--- src/rtl/hrr_pkg.sv ---
package hrr_pkg;
  localparam int ADDR_W = 24;

  typedef struct packed {
    logic [ADDR_W-1:0] addr;
    logic              write;
    logic              master;
    logic              shadow_sel;
    logic              bus_suppress;
    logic              wr_inhibit;
    logic              page_bypass;
    logic              early_wait;
  } hrr_rsp_t;
endpackage

--- src/rtl/hrr_cfg_reg.sv ---
module hrr_cfg_reg #(
  parameter int DATA_W = 8,
  parameter int EN_BIT = 5
) (
  input  logic              clk,
  input  logic              rst_n,
  input  logic              pwr_good,
  input  logic              we,
  input  logic [DATA_W-1:0] wdata,
  output logic              en
);
  logic clr_n;
  logic en_q;

  assign clr_n = rst_n & pwr_good;

  always_ff @(posedge clk or negedge clr_n) begin
    if (!clr_n) en_q <= 1'b0;
    else if (we) en_q <= wdata[EN_BIT];
  end

  assign en = en_q;

  // low power-good always leaves the enable cleared
  a_r10_pg_clears: assert property (@(posedge clk) disable iff (!rst_n)
    !pwr_good |-> !en_q);
  // an accepted write loads the enable bit
  a_r9_write_loads: assert property (@(posedge clk) disable iff (!rst_n)
    (we && pwr_good) |=> (!pwr_good || en_q == $past(wdata[EN_BIT])));
endmodule

--- src/rtl/hrr_window_decode.sv ---
module hrr_window_decode #(
  parameter int ADDR_W   = 24,
  parameter int WIN_LOG2 = 16
) (
  input  logic [ADDR_W-1:0] addr,
  input  logic              wide,
  output logic              hit
);
  localparam int NARROW_TOP = ADDR_W - WIN_LOG2;
  localparam int WIDE_TOP   = NARROW_TOP - 1;

  logic narrow_hit, wide_hit;

  assign narrow_hit = &addr[ADDR_W-1:WIN_LOG2];
  assign wide_hit   = &addr[ADDR_W-1:WIN_LOG2+1];
  assign hit        = wide ? wide_hit : narrow_hit;

  // a hit always has the wide-window prefix all ones
  always_comb begin
    if (hit) a_r2_prefix: assert (addr[ADDR_W-1:ADDR_W-WIDE_TOP] == '1);
  end
endmodule

--- src/rtl/hrr_xlate.sv ---
module hrr_xlate
  import hrr_pkg::*;
#(
  parameter int NIB_W = 4
) (
  input  logic              en,
  input  logic              hit,
  input  logic [ADDR_W-1:0] addr,
  input  logic              write,
  input  logic              master,
  input  logic              wp,
  output hrr_rsp_t          rsp
);
  localparam int KEEP_W = ADDR_W - NIB_W;

  logic xl;

  assign xl = en & hit;

  always_comb begin
    rsp.addr         = xl ? {{NIB_W{1'b0}}, addr[KEEP_W-1:0]} : addr;
    rsp.write        = write;
    rsp.master       = master;
    rsp.shadow_sel   = xl;
    rsp.bus_suppress = xl;
    rsp.wr_inhibit   = xl & write & wp;
    rsp.page_bypass  = xl;
    rsp.early_wait   = xl;
  end

  // low bits kept on translation
  always_comb begin
    if (xl) a_r1_low_kept: assert (rsp.addr[KEEP_W-1:0] == addr[KEEP_W-1:0]);
  end
endmodule

--- src/rtl/hrr_out_slice.sv ---
module hrr_out_slice
  import hrr_pkg::*;
(
  input  logic     clk,
  input  logic     rst_n,
  input  logic     in_valid,
  output logic     in_ready,
  input  hrr_rsp_t in_data,
  output logic     out_valid,
  input  logic     out_ready,
  output hrr_rsp_t out_data
);
  logic     v_q;
  hrr_rsp_t d_q;

  assign in_ready = !v_q || out_ready;

  always_ff @(posedge clk or negedge rst_n) begin
    if (!rst_n) begin
      v_q <= 1'b0;
      d_q <= '0;
    end else if (in_ready) begin
      v_q <= in_valid;
      if (in_valid) d_q <= in_data;
    end
  end

  assign out_valid = v_q;
  assign out_data  = d_q;

  // stalled response holds
  a_r11_hold: assert property (@(posedge clk) disable iff (!rst_n)
    (out_valid && !out_ready) |=> (out_valid && $stable(out_data)));
  // accepted request becomes visible
  a_r11_accept: assert property (@(posedge clk) disable iff (!rst_n)
    (in_valid && in_ready) |=> out_valid);
endmodule

--- src/rtl/hirom_remap.sv ---
module hirom_remap
  import hrr_pkg::*;
#(
  parameter int CFG_W    = 8,
  parameter int EN_BIT   = 5,
  parameter int WIN_LOG2 = 16,
  parameter int NIB_W    = 4
) (
  input  logic              clk,
  input  logic              rst_n,
  input  logic              pwr_good,
  input  logic              cfg_we,
  input  logic [CFG_W-1:0]  cfg_wdata,
  input  logic              win_sel,
  input  logic              shadow_wp,
  input  logic              req_valid,
  output logic              req_ready,
  input  logic [ADDR_W-1:0] req_addr,
  input  logic              req_write,
  input  logic              req_master,
  output logic              rsp_valid,
  input  logic              rsp_ready,
  output logic [ADDR_W-1:0] rsp_addr,
  output logic              rsp_write,
  output logic              rsp_master,
  output logic              rsp_shadow_sel,
  output logic              rsp_bus_suppress,
  output logic              rsp_wr_inhibit,
  output logic              rsp_page_bypass,
  output logic              rsp_early_wait
);
  logic     en, hit;
  hrr_rsp_t nxt, cur;

  hrr_cfg_reg #(.DATA_W(CFG_W), .EN_BIT(EN_BIT)) u_cfg (
    .clk(clk), .rst_n(rst_n), .pwr_good(pwr_good),
    .we(cfg_we), .wdata(cfg_wdata), .en(en));

  hrr_window_decode #(.ADDR_W(ADDR_W), .WIN_LOG2(WIN_LOG2)) u_win (
    .addr(req_addr), .wide(win_sel), .hit(hit));

  hrr_xlate #(.NIB_W(NIB_W)) u_xl (
    .en(en), .hit(hit), .addr(req_addr), .write(req_write),
    .master(req_master), .wp(shadow_wp), .rsp(nxt));

  hrr_out_slice u_slice (
    .clk(clk), .rst_n(rst_n), .in_valid(req_valid), .in_ready(req_ready),
    .in_data(nxt), .out_valid(rsp_valid), .out_ready(rsp_ready),
    .out_data(cur));

  assign rsp_addr         = cur.addr;
  assign rsp_write        = cur.write;
  assign rsp_master       = cur.master;
  assign rsp_shadow_sel   = cur.shadow_sel;
  assign rsp_bus_suppress = cur.bus_suppress;
  assign rsp_wr_inhibit   = cur.wr_inhibit;
  assign rsp_page_bypass  = cur.page_bypass;
  assign rsp_early_wait   = cur.early_wait;

  // routed-to-shadow responses have a cleared top nibble
  a_r1_top_zero: assert property (@(posedge clk) disable iff (!rst_n)
    (rsp_valid && rsp_shadow_sel) |-> (rsp_addr[ADDR_W-1:ADDR_W-NIB_W] == '0));
  // inhibit only on routed writes
  a_r5_inhibit_scope: assert property (@(posedge clk) disable iff (!rst_n)
    rsp_wr_inhibit |-> (rsp_shadow_sel && rsp_write));
  // disabled before the edge means no translation for that request
  a_r12_old_enable: assert property (@(posedge clk) disable iff (!rst_n)
    (req_valid && req_ready && !en) |=> !rsp_shadow_sel);
endmodule

--- config.mk ---
export PLATFORM = sky130hd
export DESIGN_NAME = hirom_remap
export DESIGN_NICKNAME = d
export VERILOG_FILES = /design/src/rtl/hrr_pkg.sv /design/src/rtl/hrr_cfg_reg.sv /design/src/rtl/hrr_window_decode.sv /design/src/rtl/hrr_xlate.sv /design/src/rtl/hrr_out_slice.sv /design/src/rtl/hirom_remap.sv
export SDC_FILE = /design/constraint.sdc
export NUM_CORES = 1
export LEC_CHECK = 0
export BUFFER_PORTS_ARGS = -buffer_cell sky130_fd_sc_hd__buf_2
export CAP_MARGIN = 20
export CORE_UTILIZATION = 40
export CTS_BUF_LIST = sky130_fd_sc_hd__clkbuf_16
export DETAILED_ROUTE_END_ITERATION = 6
export HOLD_SLACK_MARGIN = 0.15
export PLACE_DENSITY_LB_ADDON = 0.25
export REMOVE_ABC_BUFFERS = 1
export SKIP_LAST_GASP = 1
export SYNTH_ARGS = -nofsm -noshare
export SYNTH_HDL_FRONTEND = slang
export SYNTH_SLANG_ARGS = --single-unit
--- constraint.sdc ---
create_clock -name clk -period 1.4 [get_ports clk]
set_input_delay 0.14 -clock clk [delete_from_list [all_inputs] [get_ports clk]]
set_output_delay 0.14 -clock clk [all_outputs]
set_load 0.1 [all_outputs]
== Word level (Yosys, flattened, before mapping) ==
Cells that the tools add are included.
Storage, ports and cells
  flip-flop bits (word level): 30
  bits of input ports: 42
  output and inout port bits: 33
Cells by class
  reductions and logical operators: 5
  bitwise gates (word level): 4
  multiplexer cells: 2
Operators with widths (count)
  24-bit two-way mux: 1
  8-bit AND reduction: 1
  7-bit AND reduction: 1
  1-bit bitwise AND: 4
  2-bit AND reduction: 1
  1-bit zero test: 1
  1-bit logical OR: 1
  1-bit two-way mux: 1

== Logic depth before layout (Yosys ltp) ==
Gate-level depths: netlist of the first run.
  word-level depth: 5
  gate-level depth with buffers: 5
  depth with buffers taken out: 3

== Cells and area by module ==
Synthesis of the first run repeated with hierarchy kept, for this count alone.
Unflattened totals
  cell total of the unflattened synthesis: 108
  area, all modules: 1662.8 µm²
By module, submodules not included
  hrr_out_slice: cells each 69, sequential area each 800.8 µm², area an instance 1355.0 µm², instances 1
  hrr_xlate: cells each 32, sequential area each 0.0 µm², area an instance 241.5 µm², instances 1
  hrr_cfg_reg: cells each 3, sequential area each 25.0 µm², area an instance 46.3 µm², instances 1
  hrr_window_decode: cells each 4, sequential area each 0.0 µm², area an instance 20.0 µm², instances 1

== Worst setup path after synthesis of the first run ==
No wires, ideal clock.
  path type: reg-to-reg
  from: reg u_slice.v_q (netlist: u_slice.out_valid)
  to: reg u_slice.d_q (netlist bit u_slice.out_data[4])
  slack: -0.573 ns
  stages on the path, launching flop included: 6
  required time: 1.273 ns
  path buffers: 2
  arrival: 1.846 ns
  cells stage by stage: dfrtp_1 -> nand2b_4 -> buf_6 -> and2_4 -> buf_6 -> mux2_4
Between the ends
  longest elaborated chain between the ends: 3
Ends and longest elaborated chain
  from (decl): RTL line hrr_out_slice.sv:13  | logic v_q;
  from (signal assigned): RTL line hrr_out_slice.sv:23  | v_q <= in_valid;
  1-bit zero test: RTL line hrr_out_slice.sv:16  | assign in_ready = !v_q || out_ready;
  1-bit logical OR: RTL line hrr_out_slice.sv:16
  via req_ready: RTL line hirom_remap.sv:17  | output logic req_ready,
  2-bit AND reduction (no source line)
  to (signal assigned): RTL line hrr_out_slice.sv:24  | if (in_valid) d_q <= in_data;
  to (decl): RTL line hrr_out_slice.sv:14  | hrr_rsp_t d_q;
The timed path passes the listed nets, and every way through them passes these cells.
A chain may end at the register's enable or synchronous reset.

== Final worst setup path of the first run ==
  from: reg u_slice.v_q (netlist: u_slice.out_valid)
  to: reg u_slice.d_q (netlist bit u_slice.out_data[10])
Between the ends
  longest elaborated chain between the ends: 3
Ends and longest elaborated chain (RTL line)
  1-bit zero test: hrr_out_slice.sv:16
  1-bit logical OR: hrr_out_slice.sv:16
  2-bit AND reduction (no source line)
Every way passes these cells.

==> metrics.yaml, run 1 <==
run_status:
  status: "finished, final reports clean"
sta:
  period_needed_ns: 1.278
  period_share_pct: 91.32
  rsz0062_at_grt: "false"
  fin_ws_ns: 0.1215
  slew_violations: 0
  fmax_mhz: 782.2
  tightest_slew_ns: 0.6362
  hold_viol_final: 0
  slew_headroom_pct: 57.58
  final-setup-viol-count: 0
  skew_ns: 0.002325
  tns_ns: 0
cells_and_area:
  layout-drive-gt1-share_pct: 56.52
  antenna_cells: 0
  n_fill_cell: 249
  final_common_cell: "buf_2"
  layout_common_cells: "buf_2 (66), dlygate4sd3_1 (31), dfrtp_1 (30), mux2_4 (19)"
  layout.nets: 225
  area_growth_pct: 66.60
floorplan:
  die_h_um: 58.68
  die_w_um: 58.68
  die_area_mm2: 0.003443
  initial_core_util_pct: 42.09
  ios: 75
  coreArea_mm2: 0.003053
  rows: 20
critical_path:
  crit_chain: "nand2b_4 > and2_4 > buf_12 > mux2_4"
  start_kind: "flip-flop"
  critPathCaptureType: "flip-flop"
  max_stage_delay_ns: 0.40
  cp_slowest_cell: "dfrtp_1"
  crit_arrival_ns: 1.43
  r2r_start: "u_slice.out_valid"
  crit_required_ns: 1.55
  ff2ff_path_depth: 4
  worstSetupPathType: "reg -> reg"
  crit_fanout: 9
  r2r_setup_slack_ns: 0.12
  r2r_end: "u_slice.out_data[10]"
cts:
  path_clk_slew_ns: 0.05
  cts-buffers-inserted: 5
  clkSinkCount: 30
  clockBufferDepth: 2
  clk_latency_ns: 0.27
  root_buffer: "clkbuf_16"
  htree_levels: 2
  cts_tree: "built"
routing:
  drt-wirelength-per-cell_um: 13.28
  viasPerCell: 4.491
  antenna_left: 0
  finalWirelength_mm: 3.027
  drc: 0
  drt_iter0_drc: 30
  num_vias: 1024
  drt-pass1-iter-count: 4
yosys:
  yosysSeqAreaShare_pct: 58.42
  synth_area_leaders: "dfrtp_1 (58%), mux2_4 (22%), mux2_2 (4.4%)"
  yosysWarnings: 0
  synthesis.area_mm2: 0.001285
  avgSynthCellArea_um2: 16.06
  synth_cells: 80
  synth_seq_cells: 30
  yosysTopAreaCell: "dfrtp_1"
  synth_top_area_share_pct: 58.42
  yosysUniqueCellTypes: 18
worst_hold_path:
  hp-class: "in -> reg"
  hold_path_end: "u_slice.out_valid"
  holdPathStages: 3
  min_from: "rsp_ready"
pwr:
  leakage_nw: 1.089
  peakVddDrop_uv: 784.2
  p_per_area_mw_per_mm2: 1582
global_route:
  grt_usage_pct: 19.35
  grt_pass1_wl_mm: 4.733
  grt_max_degree: 31
  antenna_found_initial: 0
  grt_pass1_vias: 1020
  grt-ovfl-total: 0
placed_design:
  preCtsSetupSlack_ns: 0.1285
  dp_hpwl_mm: 1.854
  numPortBuffers: 67
  gp_congestion: 0.6328
run:
  cap_violations: 0
==> cells in the mapped netlist, drive strengths merged <==
| cell | count |
|---|---|
| a21boi | 1 |
| nor3 | 1 |
| a41o | 1 |
| buf | 6 |
| nor2 | 1 |
| nand2 | 1 |
| nand3 | 4 |
| o2bb2ai | 4 |
| nand2b | 2 |
| clkbuf | 1 |
| and2 | 2 |
| dfrtp | 30 |
| mux2 | 24 |
| nand4 | 2 |
==> cells by family (layout without fill, tap and decap cells) <==
family,after synthesis,after routing,share of synthesized area (%)
compound gates,6,6,4.090
mux,24,24,26.58
buf+inv,7,111,4.673
flops,30,30,58.42
simple gates,13,13,6.231
==> what timing repair did <==
action | CTS | global route
setup buffers | 0 | 0
gates resized for setup | 0 | 0
endpoints found under the hold margin | 58 | 0
hold buffers | 31 | 0
==> worst max-delay path, delay by kind of cell, from the launching register on <==
kind,cells,cell delay [ns]
buffers and inverters,1,0.15
flip-flops,1,0.40
multiplexers,1,0.30
AND/OR/NAND/NOR,2,0.30
==> cell type report <==
type | instances | area, µm² | area share [%]
clock buffers | 5 | 125.1 | 5.845
clock inverters | 3 | 12.51 | 0.5845
multi-input cells | 43 | 474.2 | 22.15
flip-flops and latches | 30 | 750.7 | 35.07
well taps | 44 | 55.05 | 2.572
repair buffers | 103 | 723.2 | 33.78
==> worst max path at each step <==
| stage | start | end | slack, ns |
|---|---|---|---|
| CTS | u_slice.out_valid | u_slice.out_data[10] | 0.11 |
| global placement | u_slice.out_valid | u_slice.out_data[10] | 0.13 |
| global route | u_slice.out_valid | u_slice.out_data[10] | 0.07 |
| detailed placement | u_slice.out_valid | u_slice.out_data[10] | 0.13 |
| floorplan | u_slice.out_data[4] | u_slice.out_data[4] | -1.80 |
| finish | u_slice.out_valid | u_slice.out_data[10] | 0.12 |
==> sequential cells by signal, summed over array words and instances (netlist names) <==
signal and flops:
u_slice.out_data 28, u_cfg.en 1, u_slice.out_valid 1
==> stage by stage <==
step / std cells / util, % / power (mW) / area (µm²) / hold slack [ns]
6_report: 228 / 70.12 / 3.386 / 2141 / 0.1674
5_1_grt: 228 / 70.12 / 3.499 / 2141 / 0.1861
4_1_cts: 228 / 70.12 / 3.409 / 2141 / 0.1642
3_5_place_dp: 189 / 55.45 / 2.342 / 1693 / 0.01424
3_3_place_gp: 189 / 55.45 / 2.329 / 1693 / 0.009076
2_1_floorplan: 73 / - / 2.088 / 1225 / -0.1556
==> power by group <==
part | total, mW | leakage [nW] | internal [mW] | switching [mW]
Combinational | 1.35 | 0.659 | 0.338 | 1.01
Clock | 0.991 | 0.0724 | 0.640 | 0.351
Sequential | 1.04 | 0.357 | 0.983 | 0.0590
Total | 3.39 | 1.09 | 1.96 | 1.42
==> metal layers <==
metal,share of wire [%],routed length [µm],vias up,global-route usage (%)
li1,-,-,486,-
met1,41,1235,502,22.90
met2,54,1621,30,32.18
met3,4.4,134,6,6.593
met4,1.2,36,0,8.163
met5,0,0,-,0
No activity file was read; power rests on OpenSTA's default activity.
==> run 2, diff against run 1 <==
--- a/config.mk
+++ b/config.mk
@@ -5,13 +5,14 @@
 export SDC_FILE = /design/constraint.sdc
 export NUM_CORES = 1
 export LEC_CHECK = 0
-export BUFFER_PORTS_ARGS = -buffer_cell sky130_fd_sc_hd__buf_2
+export BUFFER_PORTS_ARGS = -buffer_cell sky130_fd_sc_hd__buf_4
 export CAP_MARGIN = 20
 export CORE_UTILIZATION = 40
 export CTS_BUF_LIST = sky130_fd_sc_hd__clkbuf_16
 export DETAILED_ROUTE_END_ITERATION = 6
 export HOLD_SLACK_MARGIN = 0.15
 export PLACE_DENSITY_LB_ADDON = 0.25
+export RECOVER_POWER = 25
 export REMOVE_ABC_BUFFERS = 1
 export SKIP_LAST_GASP = 1
 export SYNTH_ARGS = -nofsm -noshare
==> metrics.yaml, run 2 (same netlist as run 1, synthesis figures left out) <==
run_status:
  status: "finished, final reports clean"
cts:
  cts-buffers-inserted: 5  # unchanged
  cts_tree: "built"
  clockBufferDepth: 2  # unchanged
  clk_latency_ns: 0.27  # about the same
  path_clk_slew_ns: 0.05  # about the same
  clkSinkCount: 30  # unchanged
  htree_levels: 2  # unchanged
  root_buffer: "clkbuf_16"
routing:
  drt-wirelength-per-cell_um: 14.48  # +9.1%
  drt-pass1-iter-count: 4  # unchanged
  drc: 0  # unchanged
  antenna_left: 0  # unchanged
  viasPerCell: 4.524  # +0.73%
  finalWirelength_mm: 3.288  # +8.6%
  drt_iter0_drc: 43  # +43%
  num_vias: 1027  # +0.29%
pwr:
  clkPwrFrac_pct: 28.0  # -1.3 points
  p_per_area_mw_per_mm2: 1519  # -3.9%
  pwr-share-seq_pct: 30.3  # -0.5 points
  netSwitchingPower_mw: 1.430  # +0.34%
  power.internal_mw: 2.047  # +4.4%
  swShare_pct: 41.13  # -0.96 points
  fin_total_pwr_mw: 3.476  # +2.7%
  peakVddDrop_uv: 845.0  # +7.8%
  leakage_nw: 1.132  # +4.0%
  comb_power_share_pct: 41.7  # +1.8 points
floorplan:
  die_h_um: 58.68  # unchanged
  ios: 75  # unchanged
  die_w_um: 58.68  # unchanged
  initial_core_util_pct: 42.09  # unchanged
  rows: 20  # unchanged
  coreArea_mm2: 0.003053  # unchanged
  die_area_mm2: 0.003443  # unchanged
run:
  cap_violations: 0  # unchanged
placed_design:
  gp_congestion: 0.6370  # +0.66%
  numPortBuffers: 67  # unchanged
  dpl_cell_area_mm2: 0.001831  # +8.1%
  dp_hpwl_mm: 2.045  # +10%
global_route:
  grt_pass1_wl_mm: 5.209  # +10%
  antenna_found_initial: 0  # unchanged
  grt_max_degree: 31  # unchanged
  grt-ovfl-total: 0  # unchanged
  grt_usage_pct: 21.47  # +2.1 points
  grt_pass1_vias: 1101  # +7.9%
sta:
  skew_ns: 0.002475  # +0.0001501 ns
  tightest_slew_ns: 0.3667  # -0.2695 ns
  hold_viol_final: 0  # unchanged
  final-setup-viol-count: 0  # unchanged
  slew_headroom_pct: 75.55  # +18 points
  period_needed_ns: 1.373  # +0.09428 ns
  slew_violations: 0  # unchanged
  rsz0062_at_grt: "false"
  period_share_pct: 98.05  # +6.7 points
  fmax_mhz: 728.5  # -6.9%
cells_and_area:
  layout_common_cells: "buf_4 (69), dlygate4sd3_1 (31), dfrtp_1 (30), mux2_4 (19)"
  antenna_cells: 0  # unchanged
  layout-drive-gt1-share_pct: 56.83  # +0.31 points
  final_cell_area_mm2: 0.002288  # +6.9%
  layout.nets: 224  # -0.44%
  largest_reg_flops: 28  # unchanged
  final_common_cell: "buf_4"
  area_growth_pct: 78.09
worst_hold_path:
  hp-class: "in -> reg"
  min_from: "req_addr[20]"
critical_path:
  critPathCaptureType: "flip-flop"
  worstSetupPathType: "in -> reg"
  path_buf_inv: 3  # +2
  r2r_start: "u_slice.out_valid"
  crit_chain: "dlygate4sd3_1 > buf_4 > and2_4 > buf_12 > mux2_4"
  cp_slowest_cell: "dlygate4sd3_1"
  cp_top_family: "buffers and inverters"
  max_stage_delay_ns: 0.55  # +0.15 ns
  crit_required_ns: 1.54  # about the same
  crit_fanout: 12  # +3
  start_kind: "input port"
  crit_arrival_ns: 1.52  # +0.09 ns
  startpoint: "req_valid"
## run 2: cell types whose count changed in the layout (fill, tap and decap cells not counted)
cell,previous run,this run
buf_2,66,0
nand2_1,1,0
buf_4,3,69
buf_12,3,2
nand2_2,0,1
## run 2: final cells by class
class	count	area [µm²]
Timing Repair Buffer	102	868.3
Fill cell	211	764.5
Sequential cell	30	750.7
Multi-Input combinational cell	43	476.7
Clock buffer	5	125.1
Tap cell	44	55.05
Clock inverter	3	12.51
## run 2: per-layer routing
layer / share of wire, % / GRT usage [%]
met1: 39 / 23.20
met2: 57 / 41.22
met3: 3.1 / 4.615
met4: 0.85 / 7.143
met5: 0 / 0
## run 2: power groups by stage
stage               Combinational, mW  Clock, mW  Sequential [mW]
global placement                 1.36          0             1.06
floorplan                       0.209          0             1.88
finish                           1.45      0.973             1.06
detailed placement               1.37          0             1.06
global route                     1.49       1.05             1.07
CTS                              1.45      0.990             1.05
## run 2: worst reg2reg max path, cell delays in order, from the launching register on
cell      delay [ns]
dfrtp_1         0.40
nand2b_4        0.13
and2_4          0.19
buf_12          0.16
mux2_4          0.32
## run 2: path summary, 6_finish.rpt
check | end | slack [ns] | cells after the start
min in group asynchronous | u_slice.out_data[4] | 0.33 | 2
min | u_slice.out_data[27] | 0.16 | 3
max in group asynchronous | u_cfg.en | 0.12 | 4
min reg2reg | u_slice.out_data[29] | 0.49 | 1
max | u_slice.out_data[21] | 0.03 | 5
max reg2reg | u_slice.out_data[21] | 0.08 | 4
## run 2: per-stage QoR
step	hold slack [ns]	setup slack, ns	cells	util [%]	setup TNS [ns]
6_report	0.1561	0.02725	227	74.96	0
5_1_grt	0.1657	0.01777	227	74.96	0
4_1_cts	0.1582	0.04130	226	74.63	0
3_5_place_dp	0.02374	0.05951	187	59.96	0
3_3_place_gp	0.01082	0.07110	187	59.96	0
2_1_floorplan	-0.1556	-1.796	73	-	-27.16
## run 2: timing repair
item                                    in CTS  in global routing
endpoints found under the setup margin       0                 12
hold endpoints to repair                    57                  0
setup buffers                                0                  1
hold buffers                                31                  0
resized for setup                            0                  1
